## config.mk

```make
export PLATFORM = sky130hd
export DESIGN_NAME = csi_err_irq_unit
export DESIGN_NICKNAME = d
export VERILOG_FILES = /design/src/rtl/errirq_pkg.sv /design/src/rtl/errirq_evt_map.sv /design/src/rtl/errirq_sticky_bank.sv /design/src/rtl/errirq_mask_reg.sv /design/src/rtl/csi_err_irq_unit.sv
export SDC_FILE = /design/constraint.sdc
export NUM_CORES = 1
export LEC_CHECK = 0
export BUFFER_PORTS_ARGS = -buffer_cell sky130_fd_sc_hd__buf_2
export CORE_ASPECT_RATIO = 0.8
export CORE_MARGIN = 5
export CORE_UTILIZATION = 40
export DETAILED_ROUTE_END_ITERATION = 8
export PLACE_DENSITY_LB_ADDON = 0.25
export SKIP_CTS_REPAIR_TIMING = 1
export SYNTH_ARGS = -nofsm -noshare
export SYNTH_HDL_FRONTEND = slang
export SYNTH_SLANG_ARGS = --single-unit
```

## constraint.sdc

```tcl
create_clock -name clk -period 3.7 [get_ports clk]
set_input_delay 0.74 -clock clk [delete_from_list [all_inputs] [get_ports clk]]
set_output_delay 0.74 -clock clk [all_outputs]
set_load 0.01 [all_outputs]
```

## src/rtl/errirq_pkg.sv

```systemverilog
// Shared layout helpers for the error interrupt aggregator.
// Assumes a 32-bit register width and at most 16 streams.
package errirq_pkg;
    localparam int REG_W    = 32;
    localparam int PROTO_N  = 8;
    localparam int OVF_BASE = 16;

    // Status bit position of protocol source k (bit 8 is skipped).
    function automatic int proto_pos(input int k);
        return (k < 4) ? (4 + k) : (5 + k);
    endfunction

    // Set of implemented status/enable bits for a given stream count.
    function automatic logic [REG_W-1:0] valid_bits(input int nstreams);
        logic [REG_W-1:0] v;
        v = '0;
        for (int k = 0; k < PROTO_N; k++) v[proto_pos(k)] = 1'b1;
        for (int s = 0; s < nstreams; s++) v[OVF_BASE + s] = 1'b1;
        return v;
    endfunction
endpackage

```

## src/rtl/errirq_evt_map.sv

```systemverilog
// Places the event pulses on their fixed status bit positions.
// Assumes the pulses are synchronous to the register clock.
module errirq_evt_map #(
    parameter int NUM_STREAMS = 4
) (
    input  logic [errirq_pkg::PROTO_N-1:0] proto_err_i,
    input  logic [NUM_STREAMS-1:0]         ovf_i,
    output logic [errirq_pkg::REG_W-1:0]   evt_vec_o
);
    // Scatter each pulse onto its bit; the other bits stay 0.
    always_comb begin
        evt_vec_o = '0;
        for (int k = 0; k < errirq_pkg::PROTO_N; k++)
            evt_vec_o[errirq_pkg::proto_pos(k)] = proto_err_i[k];
        for (int s = 0; s < NUM_STREAMS; s++)
            evt_vec_o[errirq_pkg::OVF_BASE + s] = ovf_i[s];
    end
endmodule

```

## src/rtl/errirq_sticky_bank.sv

```systemverilog
// Sticky status bits with write-1-to-clear; a set beats a clear.
// Bits outside VALID are not built and read as 0.
module errirq_sticky_bank #(
    parameter int              W     = 32,
    parameter logic [W-1:0]    VALID = '1
) (
    input  logic         clk,
    input  logic         rst_n,
    input  logic [W-1:0] set_i,
    input  logic         clr_en_i,
    input  logic [W-1:0] clr_i,
    output logic [W-1:0] status_o
);
    for (genvar b = 0; b < W; b++) begin : g_bit
        if (VALID[b]) begin : g_flop
            logic q;
            // Hold, set on event, or clear on a written 1.
            always_ff @(posedge clk) begin
                if (!rst_n)                 q <= 1'b0;
                else if (set_i[b])          q <= 1'b1;
                else if (clr_en_i && clr_i[b]) q <= 1'b0;
            end
            assign status_o[b] = q;
        end else begin : g_zero
            assign status_o[b] = 1'b0;
        end
    end
endmodule

```

## src/rtl/errirq_mask_reg.sv

```systemverilog
// Interrupt enable register; only implemented bits are stored.
module errirq_mask_reg #(
    parameter int           W     = 32,
    parameter logic [W-1:0] VALID = '1
) (
    input  logic         clk,
    input  logic         rst_n,
    input  logic         wr_i,
    input  logic [W-1:0] wdata_i,
    output logic [W-1:0] mask_o
);
    logic [W-1:0] q;
    // Load written value filtered to implemented bits.
    always_ff @(posedge clk) begin
        if (!rst_n)    q <= '0;
        else if (wr_i) q <= wdata_i & VALID;
    end
    assign mask_o = q;
endmodule

```

## src/rtl/csi_err_irq_unit.sv

```systemverilog
// Top of the error interrupt aggregator: register decode, sticky
// status, enable register and the level interrupt output.
// Assumes single-cycle event pulses and one register write per cycle.
module csi_err_irq_unit #(
    parameter int                 NUM_STREAMS = 4,
    parameter int                 ADDR_W      = 12,
    parameter logic [ADDR_W-1:0]  STATUS_OFS  = 12'h028,
    parameter logic [ADDR_W-1:0]  ENABLE_OFS  = 12'h02C
) (
    input  logic                         clk,
    input  logic                         rst_n,
    input  logic [errirq_pkg::PROTO_N-1:0] proto_err_i,
    input  logic [NUM_STREAMS-1:0]       ovf_i,
    input  logic                         reg_wr_i,
    input  logic [ADDR_W-1:0]            reg_waddr_i,
    input  logic [errirq_pkg::REG_W-1:0] reg_wdata_i,
    input  logic [ADDR_W-1:0]            reg_raddr_i,
    output logic [errirq_pkg::REG_W-1:0] reg_rdata_o,
    output logic                         irq_o
);
    localparam int                 W          = errirq_pkg::REG_W;
    localparam logic [W-1:0]       VALID_BITS = errirq_pkg::valid_bits(NUM_STREAMS);

    logic [W-1:0] evt_vec;
    logic [W-1:0] status_q;
    logic [W-1:0] mask_q;
    logic         wr_status;
    logic         wr_mask;

    // Write strobes per register.
    assign wr_status = reg_wr_i && (reg_waddr_i == STATUS_OFS);
    assign wr_mask   = reg_wr_i && (reg_waddr_i == ENABLE_OFS);

    errirq_evt_map #(.NUM_STREAMS(NUM_STREAMS)) u_map (
        .proto_err_i (proto_err_i),
        .ovf_i       (ovf_i),
        .evt_vec_o   (evt_vec)
    );

    errirq_sticky_bank #(.W(W), .VALID(VALID_BITS)) u_status (
        .clk      (clk),
        .rst_n    (rst_n),
        .set_i    (evt_vec),
        .clr_en_i (wr_status),
        .clr_i    (reg_wdata_i),
        .status_o (status_q)
    );

    errirq_mask_reg #(.W(W), .VALID(VALID_BITS)) u_mask (
        .clk     (clk),
        .rst_n   (rst_n),
        .wr_i    (wr_mask),
        .wdata_i (reg_wdata_i),
        .mask_o  (mask_q)
    );

    // Read mux: status, enable, else zero.
    always_comb begin
        if (reg_raddr_i == STATUS_OFS)      reg_rdata_o = status_q;
        else if (reg_raddr_i == ENABLE_OFS) reg_rdata_o = mask_q;
        else                                reg_rdata_o = '0;
    end

    // Level interrupt from any enabled pending bit.
    assign irq_o = |(status_q & mask_q);
endmodule

```

Word-level counts from Yosys, hierarchy flattened. Cells that the tools add are included.

Flip-flop bits (word level): 24. Word-level logic and storage cells: 71.

Eq/ne operators: 4. Muxes and demuxes: 26. Bitwise gates (word level): 1. Reductions and logical operators: 27.

Operators by type and width (number): 12-bit by 6-bit equality test with 1-bit output, second input constant (4); 20-bit 2-to-1 mux (2); 32-bit OR reduction (1); 1-bit 2-to-1 mux (24); 2-bit nonzero test (12); 20-bit bitwise AND (1); 1-bit logical AND (14).

Logic depth before layout (Yosys ltp).
Depth in word-level cells: 5. Mapped depth: 5.

Cells and area by module. Synthesis repeated with hierarchy kept, for this count alone.

Cell total of the unflattened synthesis: 278. Area total of the unflattened synthesis: 2321.0 µm².

By module, submodules not included: errirq_sticky_bank (instances 1, cells each 83, area an instance 745.7 µm², sequential area each 240.2 µm²); csi_err_irq_unit (instances 1, cells each 103, area an instance 726.9 µm², sequential area each 0.0 µm²); errirq_mask_reg (instances 1, cells each 59, area an instance 604.3 µm², sequential area each 240.2 µm²); errirq_evt_map (instances 1, cells each 33, area an instance 244.0 µm², sequential area each 0.0 µm²).

Worst setup path after synthesis. OpenSTA, ideal clock, no wires.

Kind: input -> register. Start: input port reg_waddr_i[8]. End: register u_mask.q[10], in the netlist u_mask.mask_o[10]. Library setup time: 118 ps. Arrival time: 2165 ps. Setup slack: 1417 ps. Stages on the path: 5. Cells stage by stage: or4b_1 > or4_4 > buf_6 > buf_12 > mux2i_1.

Cells in the longest elaborated chain, start to end: 2.

RTL lines: start: declaration (RTL line csi_err_irq_unit.sv:15) `input logic [ADDR_W-1:0] reg_waddr_i,`; 12-bit by 6-bit equality test with 1-bit output (RTL line csi_err_irq_unit.sv:32) `assign wr_mask = reg_wr_i && (reg_waddr_i == ENABLE_OFS);`; 1-bit logical AND (RTL line csi_err_irq_unit.sv:32); end signal: assignment (RTL line errirq_mask_reg.sv:16) `else if (wr_i) q <= wdata_i & VALID;`; end: declaration (RTL line errirq_mask_reg.sv:12) `logic [W-1:0] q;`.

Every way passes these cells. A chain may end at the register's enable or synchronous reset.

Worst setup path after layout.
Start: input port reg_raddr_i[11]. End: output port reg_rdata_o[17] (netlist name).

Cells in the longest elaborated chain, start to end: 3. Elaborated cells between the ends (all ways): 4. Those cells by class: eq/ne: 2; mux: 2.

RTL lines: start: declaration (RTL line csi_err_irq_unit.sv:17) `input logic [ADDR_W-1:0] reg_raddr_i,`; 12-bit by 6-bit equality test with 1-bit output (RTL line csi_err_irq_unit.sv:60) `else if (reg_raddr_i == ENABLE_OFS) reg_rdata_o = mask_q;`; 20-bit 2-to-1 mux (RTL line csi_err_irq_unit.sv:60); 20-bit 2-to-1 mux * (RTL line csi_err_irq_unit.sv:59) `if (reg_raddr_i == STATUS_OFS) reg_rdata_o = status_q;`; end: declaration (RTL line csi_err_irq_unit.sv:18) `output logic [errirq_pkg::REG_W-1:0] reg_rdata_o,`.

Mark *: on every way between the ends. The rest lies on a longest branch, timed or not.

==> key figures <==
Timing
  – Worst slew margin: 63.2%
  – RSZ-0062 raised after global routing: no
  – Worst-Margin Slew: 0.550 ns
  – Hold Violations, Final: 0
  – Setup violations, final: 0
  – Final Cycle Share: 74.3%
  – Final min period: between 2 and 3 ns
  – Pins Over Slew Limit: 0
  – Final Skew: 0 ns
  – Fmax: 364 MHz
  – Sum Neg Setup Slack: 0 ns

Layout
  – Final core occ: 49.4%
  – # diodes: 0
  – P&R area growth vs syn: 20.7%
  – Area of the multi-input gates: between 700 and 800 sq um
  – Nets: a little under 300
  – Register area: 480 sq um
  – Fill count: 351
  – Share of cells above drive strength 1: 30.8%
  – Fin area: roughly 0.0017 sq mm

Synthesis
  – Number of synthesized flops with an enable pin: 0
  – Post-Syn Area: 0.00138 sq mm
  – Main synth FF type: dfxtp_1
  – Synth cell count leaders: dfxtp_1 (24), mux2i_1 (24), nand2_1 (24)
  – Synth Warn #: 0
  – Leading area contributor after synthesis: dfxtp_1
  – Sequential-to-total area share from yosys stat: roughly a third
  – Synth Register Bits: 24
  – Top cell type's share of synthesized area: a little over a third
  – Cell count after synthesis: 167
  – Avg Synthesized Cell Area: 8.28 sq um
  – Post-synth ARST share: 0%
  – Synth top area cells: dfxtp_1 (35%), mux2i_1 (17%), buf_4 (11%)
  – Yosys cell types: 21

CTS
  – TritonCTS buffer count: 3
  – H-Tree Level Count: 1
  – CTS tree: done
  – Clk sinks: 24
  – Skew-Pair Late Insertion Delay: 0.25 ns
  – Maximum clock insertion buffer count: 2
  – Root buf cell: clkbuf_8
  – CTS clk-pin slew, worst paths: 0.08 ns

Critical path
  – CP Capture Type: primary output
  – Critical-path maximum fanout: 12
  – Critical path launch point type: input pin
  – Setup CP Type: in -> out
  – CP arrival: between 2 and 2.5 ns
  – Required @ worst endpoint: approximately 3.0 ns

Placed design
  – Placed Area: 0.00163 sq mm
  – Port Buffers: 63
  – Final HPWL DP: between 2000 and 3000 um
  – Routability cong.: 0.723

Pwr
  – Maximum vdd ir drop: 227 uV
  – Leak: 0.918 nW
  – Pwr Density: 294 mW/mm^2

Drt
  – DR WL/cell: 12.2 um
  – DRT antenna net count: 0
  – Drc violations: 0
  – Vias/cell: 4.69
  – Drt first pass iters: 4
  – WL final: approximately 3200 um
  – Vias: about 1200
  – 1st-iter DRT viols: 88

GRT
  – Vias in the first global route: 1115
  – Global-route wire length before repair: ~4900 um
  – Antenna violations before repair: 0
  – Pin count of the biggest net entering global routing: 37
  – Total track usage: 13.0%
  – Grt ovf: 0

Worst hold path
  – Worst min path class: reg -> reg

Floorplanning
  – Core area: 0.00338 sq mm
  – Starting Density: 41.0%
  – # rows: 19
  – Die footprint: between 0.004 and 0.005 sq mm
  – Number of top-level pins: 104
  – Die Width: approximately 76 um
  – Die H: around 63 um

Run
  – Max-cap violation count: 0

Status
  – Status: finished clean
==> placed cells by master (no fill, tap or decap), drive strengths merged <==
| cell | netlist | layout |
|---|---|---|
| buf | 23 | 64 |
| mux2i | 24 | 24 |
| nand2 | 24 | 24 |
| dfxtp | 24 | 24 |
| conb | 1 | 20 |
| inv | 13 | 13 |
| nor2 | 12 | 12 |
| o21ai | 12 | 12 |
| a31oi | 12 | 12 |
| a22o | 3 | 3 |
| a221oi | 3 | 3 |
| or4b | 3 | 3 |
| clkbuf | 6 | 3 |
| nand3 | 2 | 2 |
| nor4 | 2 | 2 |
| nor4bb | 1 | 1 |
| nor3 | 1 | 1 |
| or4 | 1 | 1 |
==> worst max-delay path, cell delays in order <==
cell	delay (ns)
buf_2	0.10
nor4bb_1	0.30
nand3_1	0.47
nor2_1	0.24
buf_2	0.16
==> state kept, by name (all words and copies together) (netlist names) <==
signal	flops
u_status.g_bit.g_flop.q	12
u_mask.mask_o	12
==> power breakdown <==
group          internal (mW)  switching (mW)
sequential             0.268         0.00694
combinational         0.0322          0.0371
clock                 0.0725          0.0745
total                  0.372           0.119
==> worst paths after layout <==
kind                                                          startpoint                                        to  slack, ns  cells after the start
worst min-delay path                      u_mask.mask_o[10]$_SDFFE_PN0P_            u_mask.mask_o[10]$_SDFFE_PN0P_       0.48                      2
worst max-delay path                                     reg_raddr_i[11]                           reg_rdata_o[17]       0.95                      5
worst min register to register            u_mask.mask_o[10]$_SDFFE_PN0P_            u_mask.mask_o[10]$_SDFFE_PN0P_       0.48                      2
worst max register to register  u_status.g_bit[12].g_flop.q$_SDFFE_PN0P_  u_status.g_bit[12].g_flop.q$_SDFFE_PN0P_       2.97                      2
==> layout make-up <==
class	instances	share of cell area, %
well taps	42	3.15
repair buffers	64	19.3
multi-input cells	120	43.3
inverters	13	2.92
flip-flops and latches	24	28.8
clock buffers	3	2.47
==> metrics by stage <==
| stage | hold slack, ns | worst slack, ns | power [mW] | std cells |
|---|---|---|---|---|
| floorplan | 0.450 | 1.42 | 0.331 | 186 |
| global placement | 0.464 | 1.00 | 0.348 | 263 |
| detailed placement | 0.471 | 0.917 | 0.350 | 263 |
| CTS | 0.482 | 0.922 | 0.494 | 266 |
| global route | 0.496 | 0.791 | 0.512 | 266 |
| finish | 0.477 | 0.950 | 0.491 | 266 |
==> kinds of logic (layout without fill, tap and decap cells) <==
family | after synthesis | after routing | share of synthesized area, %
other cells | 1 | 20 | 0.271
buf+inv | 42 | 80 | 18.6
compound gates | 30 | 30 | 13.6
mux | 24 | 24 | 17.4
flops | 24 | 24 | 34.8
simple gates | 46 | 46 | 15.5
==> per-layer routing <==
layer  GRT usage [%]  vias up  wire (um)
met5               0        -          0
met4            1.31        0          8
met3            4.50        2        313
met2            20.3       50       1430
met1            17.8      546       1490
li1                -      649          -
(Power assumes the default switching activity.)
